**src/rtl/lms_pkg.sv**
```systemverilog
package lms_pkg;
    // operand slots examined for each decode bundle
    typedef enum logic [1:0] {
        SLOT_RS = 2'd0,
        SLOT_RT = 2'd1,
        SLOT_RD = 2'd2
    } slot_e;

    localparam int NUM_SLOTS = 3;
endpackage

```
**src/rtl/lms_slot_probe.sv**
```systemverilog
module lms_slot_probe #(
    parameter int NUM_REGS = 64,
    parameter int ID_W     = 6,
    parameter int ZERO_ID  = 0
) (
    input  logic                use_i,
    input  logic [ID_W-1:0]     id_i,
    input  logic [NUM_REGS-1:0] pending_i,
    input  logic                ret_valid_i,
    input  logic [ID_W-1:0]     ret_tag_i,
    output logic                pend_o,
    output logic                ret_hit_o
);
    always_comb begin
        pend_o    = use_i && (id_i != ID_W'(ZERO_ID)) && pending_i[id_i];
        ret_hit_o = ret_valid_i && (ret_tag_i == id_i);
    end
endmodule

```
**src/rtl/lms_track.sv**
```systemverilog
module lms_track #(
    parameter int NUM_REGS = 64,
    parameter int ID_W     = 6,
    parameter int CNT_W    = 7,
    parameter int ZERO_ID  = 0
) (
    input  logic                clk,
    input  logic                rst_n,
    input  logic                miss_valid_i,
    input  logic [ID_W-1:0]     miss_tag_i,
    input  logic                ret_valid_i,
    input  logic [ID_W-1:0]     ret_tag_i,
    input  logic                stall_i,
    output logic [NUM_REGS-1:0] pending_o,
    output logic [CNT_W-1:0]    count_o,
    output logic                nop_o
);
    typedef struct packed {
        logic [NUM_REGS-1:0] pending;
        logic [CNT_W-1:0]    count;
        logic                nop;
    } track_t;

    track_t st_d, st_q;
    logic   miss_ok, miss_new, ret_clr;

    always_comb begin
        st_d     = st_q;
        miss_ok  = miss_valid_i && (miss_tag_i != ID_W'(ZERO_ID));
        miss_new = miss_ok && !st_q.pending[miss_tag_i];
        ret_clr  = ret_valid_i && st_q.pending[ret_tag_i]
                   && !(miss_ok && (miss_tag_i == ret_tag_i));
        if (ret_clr) begin
            st_d.pending[ret_tag_i] = 1'b0;
        end
        if (miss_ok) begin
            st_d.pending[miss_tag_i] = 1'b1;
        end
        st_d.count = st_q.count + CNT_W'(miss_new) - CNT_W'(ret_clr);
        st_d.nop   = stall_i;
    end

    always_ff @(posedge clk) begin
        if (!rst_n) begin
            st_q <= '0;
        end else begin
            st_q <= st_d;
        end
    end

    assign pending_o = st_q.pending;
    assign count_o   = st_q.count;
    assign nop_o     = st_q.nop;
endmodule

```
**src/rtl/lms_scoreboard.sv**
```systemverilog
module lms_scoreboard #(
    parameter int NUM_REGS  = 64,
    parameter int DATA_W    = 64,
    parameter int MAX_OUTST = 4,
    parameter int ZERO_ID   = 0,
    localparam int ID_W     = $clog2(NUM_REGS),
    localparam int CNT_W    = $clog2(NUM_REGS + 1)
) (
    input  logic              clk,
    input  logic              rst_n,
    input  logic              miss_valid,
    input  logic [ID_W-1:0]   miss_tag,
    input  logic              ret_valid,
    input  logic [ID_W-1:0]   ret_tag,
    input  logic [DATA_W-1:0] ret_data,
    input  logic              dec_valid,
    input  logic [ID_W-1:0]   dec_rs,
    input  logic [ID_W-1:0]   dec_rt,
    input  logic [ID_W-1:0]   dec_rd,
    output logic              fe_stall,
    output logic              ex1_nop,
    output logic              byp_rs,
    output logic              byp_rt,
    output logic              wb_valid,
    output logic [ID_W-1:0]   wb_tag,
    output logic [DATA_W-1:0] wb_data
);
    import lms_pkg::*;

    logic [NUM_REGS-1:0]  pending_q;
    logic [CNT_W-1:0]     count_q;
    logic [ID_W-1:0]      slot_id  [NUM_SLOTS];
    logic [NUM_SLOTS-1:0] slot_pend;
    logic [NUM_SLOTS-1:0] slot_hit;
    logic [NUM_SLOTS-1:0] slot_wait;
    logic                 limit_hit;

    assign slot_id[SLOT_RS] = dec_rs;
    assign slot_id[SLOT_RT] = dec_rt;
    assign slot_id[SLOT_RD] = dec_rd;

    for (genvar g = 0; g < NUM_SLOTS; g++) begin : g_slot
        lms_slot_probe #(
            .NUM_REGS (NUM_REGS),
            .ID_W     (ID_W),
            .ZERO_ID  (ZERO_ID)
        ) u_probe (
            .use_i       (dec_valid),
            .id_i        (slot_id[g]),
            .pending_i   (pending_q),
            .ret_valid_i (ret_valid),
            .ret_tag_i   (ret_tag),
            .pend_o      (slot_pend[g]),
            .ret_hit_o   (slot_hit[g])
        );
        assign slot_wait[g] = slot_pend[g] && !slot_hit[g];
    end

    always_comb begin
        limit_hit = count_q >= CNT_W'(MAX_OUTST);
        fe_stall  = dec_valid && ((|slot_wait) || limit_hit);
        byp_rs    = slot_pend[SLOT_RS] && slot_hit[SLOT_RS];
        byp_rt    = slot_pend[SLOT_RT] && slot_hit[SLOT_RT];
        wb_valid  = ret_valid && pending_q[ret_tag];
        wb_tag    = ret_tag;
        wb_data   = ret_data;
    end

    lms_track #(
        .NUM_REGS (NUM_REGS),
        .ID_W     (ID_W),
        .CNT_W    (CNT_W),
        .ZERO_ID  (ZERO_ID)
    ) u_track (
        .clk          (clk),
        .rst_n        (rst_n),
        .miss_valid_i (miss_valid),
        .miss_tag_i   (miss_tag),
        .ret_valid_i  (ret_valid),
        .ret_tag_i    (ret_tag),
        .stall_i      (fe_stall),
        .pending_o    (pending_q),
        .count_o      (count_q),
        .nop_o        (ex1_nop)
    );
endmodule

```
**config.mk**
```make
export PLATFORM = sky130hd
export DESIGN_NAME = lms_scoreboard
export DESIGN_NICKNAME = d
export VERILOG_FILES = /design/src/rtl/lms_pkg.sv /design/src/rtl/lms_slot_probe.sv /design/src/rtl/lms_track.sv /design/src/rtl/lms_scoreboard.sv
export SDC_FILE = /design/constraint.sdc
export NUM_CORES = 1
export LEC_CHECK = 0
export ABC_CLOCK_PERIOD_IN_PS = 6550
export BUFFER_PORTS_ARGS = -buffer_cell sky130_fd_sc_hd__buf_2
export CORE_MARGIN = 4
export CORE_UTILIZATION = 45
export DETAILED_ROUTE_END_ITERATION = 16
export PLACE_DENSITY = 0.69
export SLEW_MARGIN = 20
export SYNTH_ARGS = -nofsm -noshare
export SYNTH_HDL_FRONTEND = slang
export SYNTH_SLANG_ARGS = --single-unit
```
**constraint.sdc**
```tcl
create_clock -name clk -period 6.55 [get_ports clk]
set_input_delay 0.9825 -clock clk [delete_from_list [all_inputs] [get_ports clk]]
set_output_delay 0.9825 -clock clk [all_outputs]
set_load 0.1 [all_outputs]
```
==> metrics list <==
* Initial core utilization: 0.4589
- The layout has 1559 filler cells.
* Detail Route Antenna Nets: 0
* Total number of yosys warnings: 0
- Across all register-to-register paths, the minimum setup slack is 2.54 ns.
- Clock transition at the registers of the reported paths: 0.06 ns
* Count of cell types in the netlist: 75
- The share of synthesized area in the top cell type comes to 0.1984.
- Multi-input logic area: 0.004843 mm2
* Fmax: 204.5 MHz
- Total overflow reported by the global router: 0
- The H-tree was split into 3 levels.
- The path with the worst hold slack has its endpoint at u_track.pending_o[0].
* Sinks on Clock Net: 72
* Layout Area Growth over Synthesis: -0.7752%
- Global-route wire length before repair: 37580 um
- In the synthesized netlist the async set-or-reset flop fraction comes to 0.
- Crit path DAT: 5.13 ns
- Mapped Cells: 836
- During I/O placement, the number of pins put on the boundary was 174.
- Maximum clock path buffer count: 2
- CP startpoint kind: input pin
- Die Span X: 135.0 um
* Hold bufs inserted after CTS: 0
* Average routed wire per standard cell: 25.13 um
* Worst hold path cell count: 2
- Buffers added to address setup during post-CTS repair amount to 0.
- Mapped Avg Cell Area: 8.688 um2
* Worst flop-to-flop path startpoint: u_track.pending_o[47]
* RSZ-0062 raised after global routing: no
* PnR worst setup slack: 1.660 ns
- Worst Max-Slew Pin Slew: 1.120 ns
* Total power density per cell area: 194.3 mW/mm2
- Path type of the worst min-delay path: reg2reg
* Post-synthesis net count: 947
* Result of the run: finished, final reports clean
- Peak per-stage delay on the critical path: 0.50 ns
- The count of endpoints failing hold in the final timing report was 0.
- The number of gates resized after CTS was 0.
* Library cell appearing most often on the critical path: a21oi_1
- The detailed router finished its first iteration with 1086 violations.
- The cell sitting at the root of the clock tree is a clkbuf_16.
* Leakage power total: 2.554 nW
- Initial antenna violation count: 0
* Worst slew margin relative to its limit: 0.2503
* Routed wire length: 24510 um
- Maximum fanout along the worst path: 26
* Worst path cell trace: buf_2 > buf_4 > and3b_1 > a21oi_1 > o221ai_1 > a311oi_4 > a31oi_2 > ha_1 > inv_1 > ha_1 > fa_1 > a21o_1 > a21oi_1 > o21bai_1 > a21oi_1 > xor2_1 > and2_1
- Total via count after detailed routing: 6839
* Family with the most delay on the worst path: compound AO/OA/AOI/OAI gates
- Total Die Area: 0.01824 mm2
- In the final layout, the share of cells above drive strength 1 is 0.1937.
- The biggest area contributor in the post-synthesis netlist is dfxtp_1.
- Remaining DRCs: 0
* Clock tree from TritonCTS: built
- Counting flops and latches in the post-synthesis netlist gives 72.
- Area occupied by registers: 0.001441 mm2
* Overall die height: 135.0 um
- The slowest stage of the critical path is the buf_2 cell.
- The share of the Yosys chip area taken by registers is 0.1984.
- Number of antenna cells inserted: 0
* Worst setup timing slack at the placement stage: 1.366 ns
- The critical path is of the in2reg type.
- Counting both buffers and inverters, the worst setup path holds a total of 3.
* Maximum number of pins on one net before global-route repair: 73
- Global-route total usage across every layer: 0.2664
- Total count of max-transition violations in the final report: 0
- Number of flops mapped to enable cells by yosys: 0
* Final period util: 0.7465
* Top FF cell, synth: dfxtp_1
- Summing every instance area after synthesis gives 0.007263 mm2.
- Average via count per standard cell: 7.014
- Instance count on the critical path: 17
- Clock latency on the worst-skew pair: 0.35 ns
- Setup violations remaining at the end of the flow were counted as 0.
- Core Rows: 46
- Worst-case reg-to-reg path depth: 15
- The worst path needs 4.890 ns of the cycle, external delays included.
* Final-layout setup total negative slack: 0 ns
* Total of buffers placed on input and output ports: 45
- The worst register-to-register path ends at u_track.count_o[6].
* Number of global-route vias before repair: 6205
- The tool flagged a number of max-cap violations equal to 0.
- STA classifies the critical path endpoint as a flip-flop.
- Weighted congestion at the end of routability-driven global placement: 1.005
* Floorplan Core Area: 0.01583 mm2
- Detail Placement HPWL: 17170 um
* Number of clock buffers inserted by TritonCTS: 9
* Hold wc startpoint: u_track.pending_o[0]
- Worst vdd rail ir drop: 0.0001286 V
* # nets final: 865
- Ranking of synthesized cells by area: dfxtp_1, mux4_2, buf_4
- Data required time of the critical path: 6.79 ns
- Final setup skew: 0.009194 ns
- The first detailed-routing pass ran for 6 iterations.
-- per-layer routing --
metal,vias up,global-route usage,wire length [um]
li1,2907,-,-
met1,3244,0.3659,9272
met2,605,0.3838,10500
met3,83,0.07973,3676
met4,0,0.1265,1060
met5,-,0,0
-- worst max-delay path by stage --
stage	from	to	slack (ns)
floorplan	dec_rs[0]	byp_rs	0.54
CTS	ret_tag[2]	u_track.count_o[6]	1.70
global route	ret_tag[2]	u_track.count_o[6]	1.42
global placement	ret_tag[2]	u_track.count_o[6]	1.43
detailed placement	ret_tag[2]	u_track.count_o[6]	1.37
finish	ret_tag[2]	u_track.count_o[6]	1.66
-- worst reg2reg max path: cells and delay by family (launching register included) --
family	cells	cell delay, ns
and+or+nand+nor	1	0.15
adders and majority gates	3	1.03
muxes	1	0.33
AOI/OAI and AO/OA	8	1.89
xor gates and xnor gates	1	0.08
DFF	1	0.40
buffers and inverters	1	0.04
-- where the power goes --
group          internal, W  total [W]  switching [W]
Clock             0.000344   0.000536       0.000193
Combinational     0.000146   0.000392       0.000246
Sequential        0.000458   0.000471      0.0000136
Total             0.000948    0.00140       0.000452
-- flip-flops by register name (all words and copies together) (netlist names) --
| signal | cells |
|---|---|
| u_track.pending_o | 64 |
| u_track.nop_o | 1 |
| u_track.count_o | 7 |
-- cells in the final DEF (no fill, tap or decap), drive strengths merged, types with 3 or more instances in the layout --
cell     count
and4b        3
nor3b        4
nor2        92
a41oi        9
nand2       30
a21oi        7
a21o         3
and3        11
ha          11
nand2b       8
a22oi       27
nand4       12
nand3       14
mux2i       28
xor2        11
and2        16
o21ai       70
nor4         5
xnor2       17
a311oi       3
mux4        49
clkbuf      13
a31oi       65
nor4b        3
a2111oi      6
o31ai        4
dfxtp       72
a211oi       3
inv         20
nor3         9
buf         49
a22o         4
mux2        16
and3b        8
nand3b       4
nor2b       18
or3          3
-- cell usage after synthesis (17+ instances only) --
cell type and instances:
a22oi_1 27, a31oi_1 63, buf_4 79, clkbuf_1 33, dfxtp_1 72, inv_1 20, mux2i_1 28, mux4_2 49
nand2_1 30, nor2_1 92, o21ai_0 70, xnor2_1 17
-- stage by stage --
stage / total power, W / cell area (um2) / instances / utilization / hold slack [ns]
final: 0.001400 / 7207 / 975 / 0.4553 / 0.5451
after global routing: 0.001454 / 7207 / 975 / 0.4553 / 0.5637
after CTS: 0.001404 / 7193 / 974 / 0.4545 / 0.5374
after detailed placement: 0.0008668 / 6878 / 958 / 0.4345 / 0.5315
after global placement: 0.0008623 / 6878 / 958 / 0.4345 / 0.5158
after floorplan: 0.0009763 / 7263 / 836 / - / 0.4471
-- logic make-up after synthesis --
kind of cell | count (synthesis) | synth area share
AND/OR/NAND/NOR | 245 | 0.1786
AO/OA/AOI/OAI | 224 | 0.2164
buffers and inverters | 162 | 0.1357
multiplexers | 93 | 0.2153
flip-flops | 72 | 0.1984
XOR/XNOR | 28 | 0.03376
adder cells (fa/ha/maj) | 12 | 0.02171
-- final cells by class --
type                            instances  share of cell area
Clock buffer                           13             0.03472
Clock inverter                          3            0.009028
Multi-Input combinational cell        602              0.6720
Sequential cell                        72              0.2000
Tap cell                              216             0.03750
Timing Repair Buffer                   49             0.03628
Inverter                               20             0.01042
No activity file was read; power rests on OpenSTA's default activity.
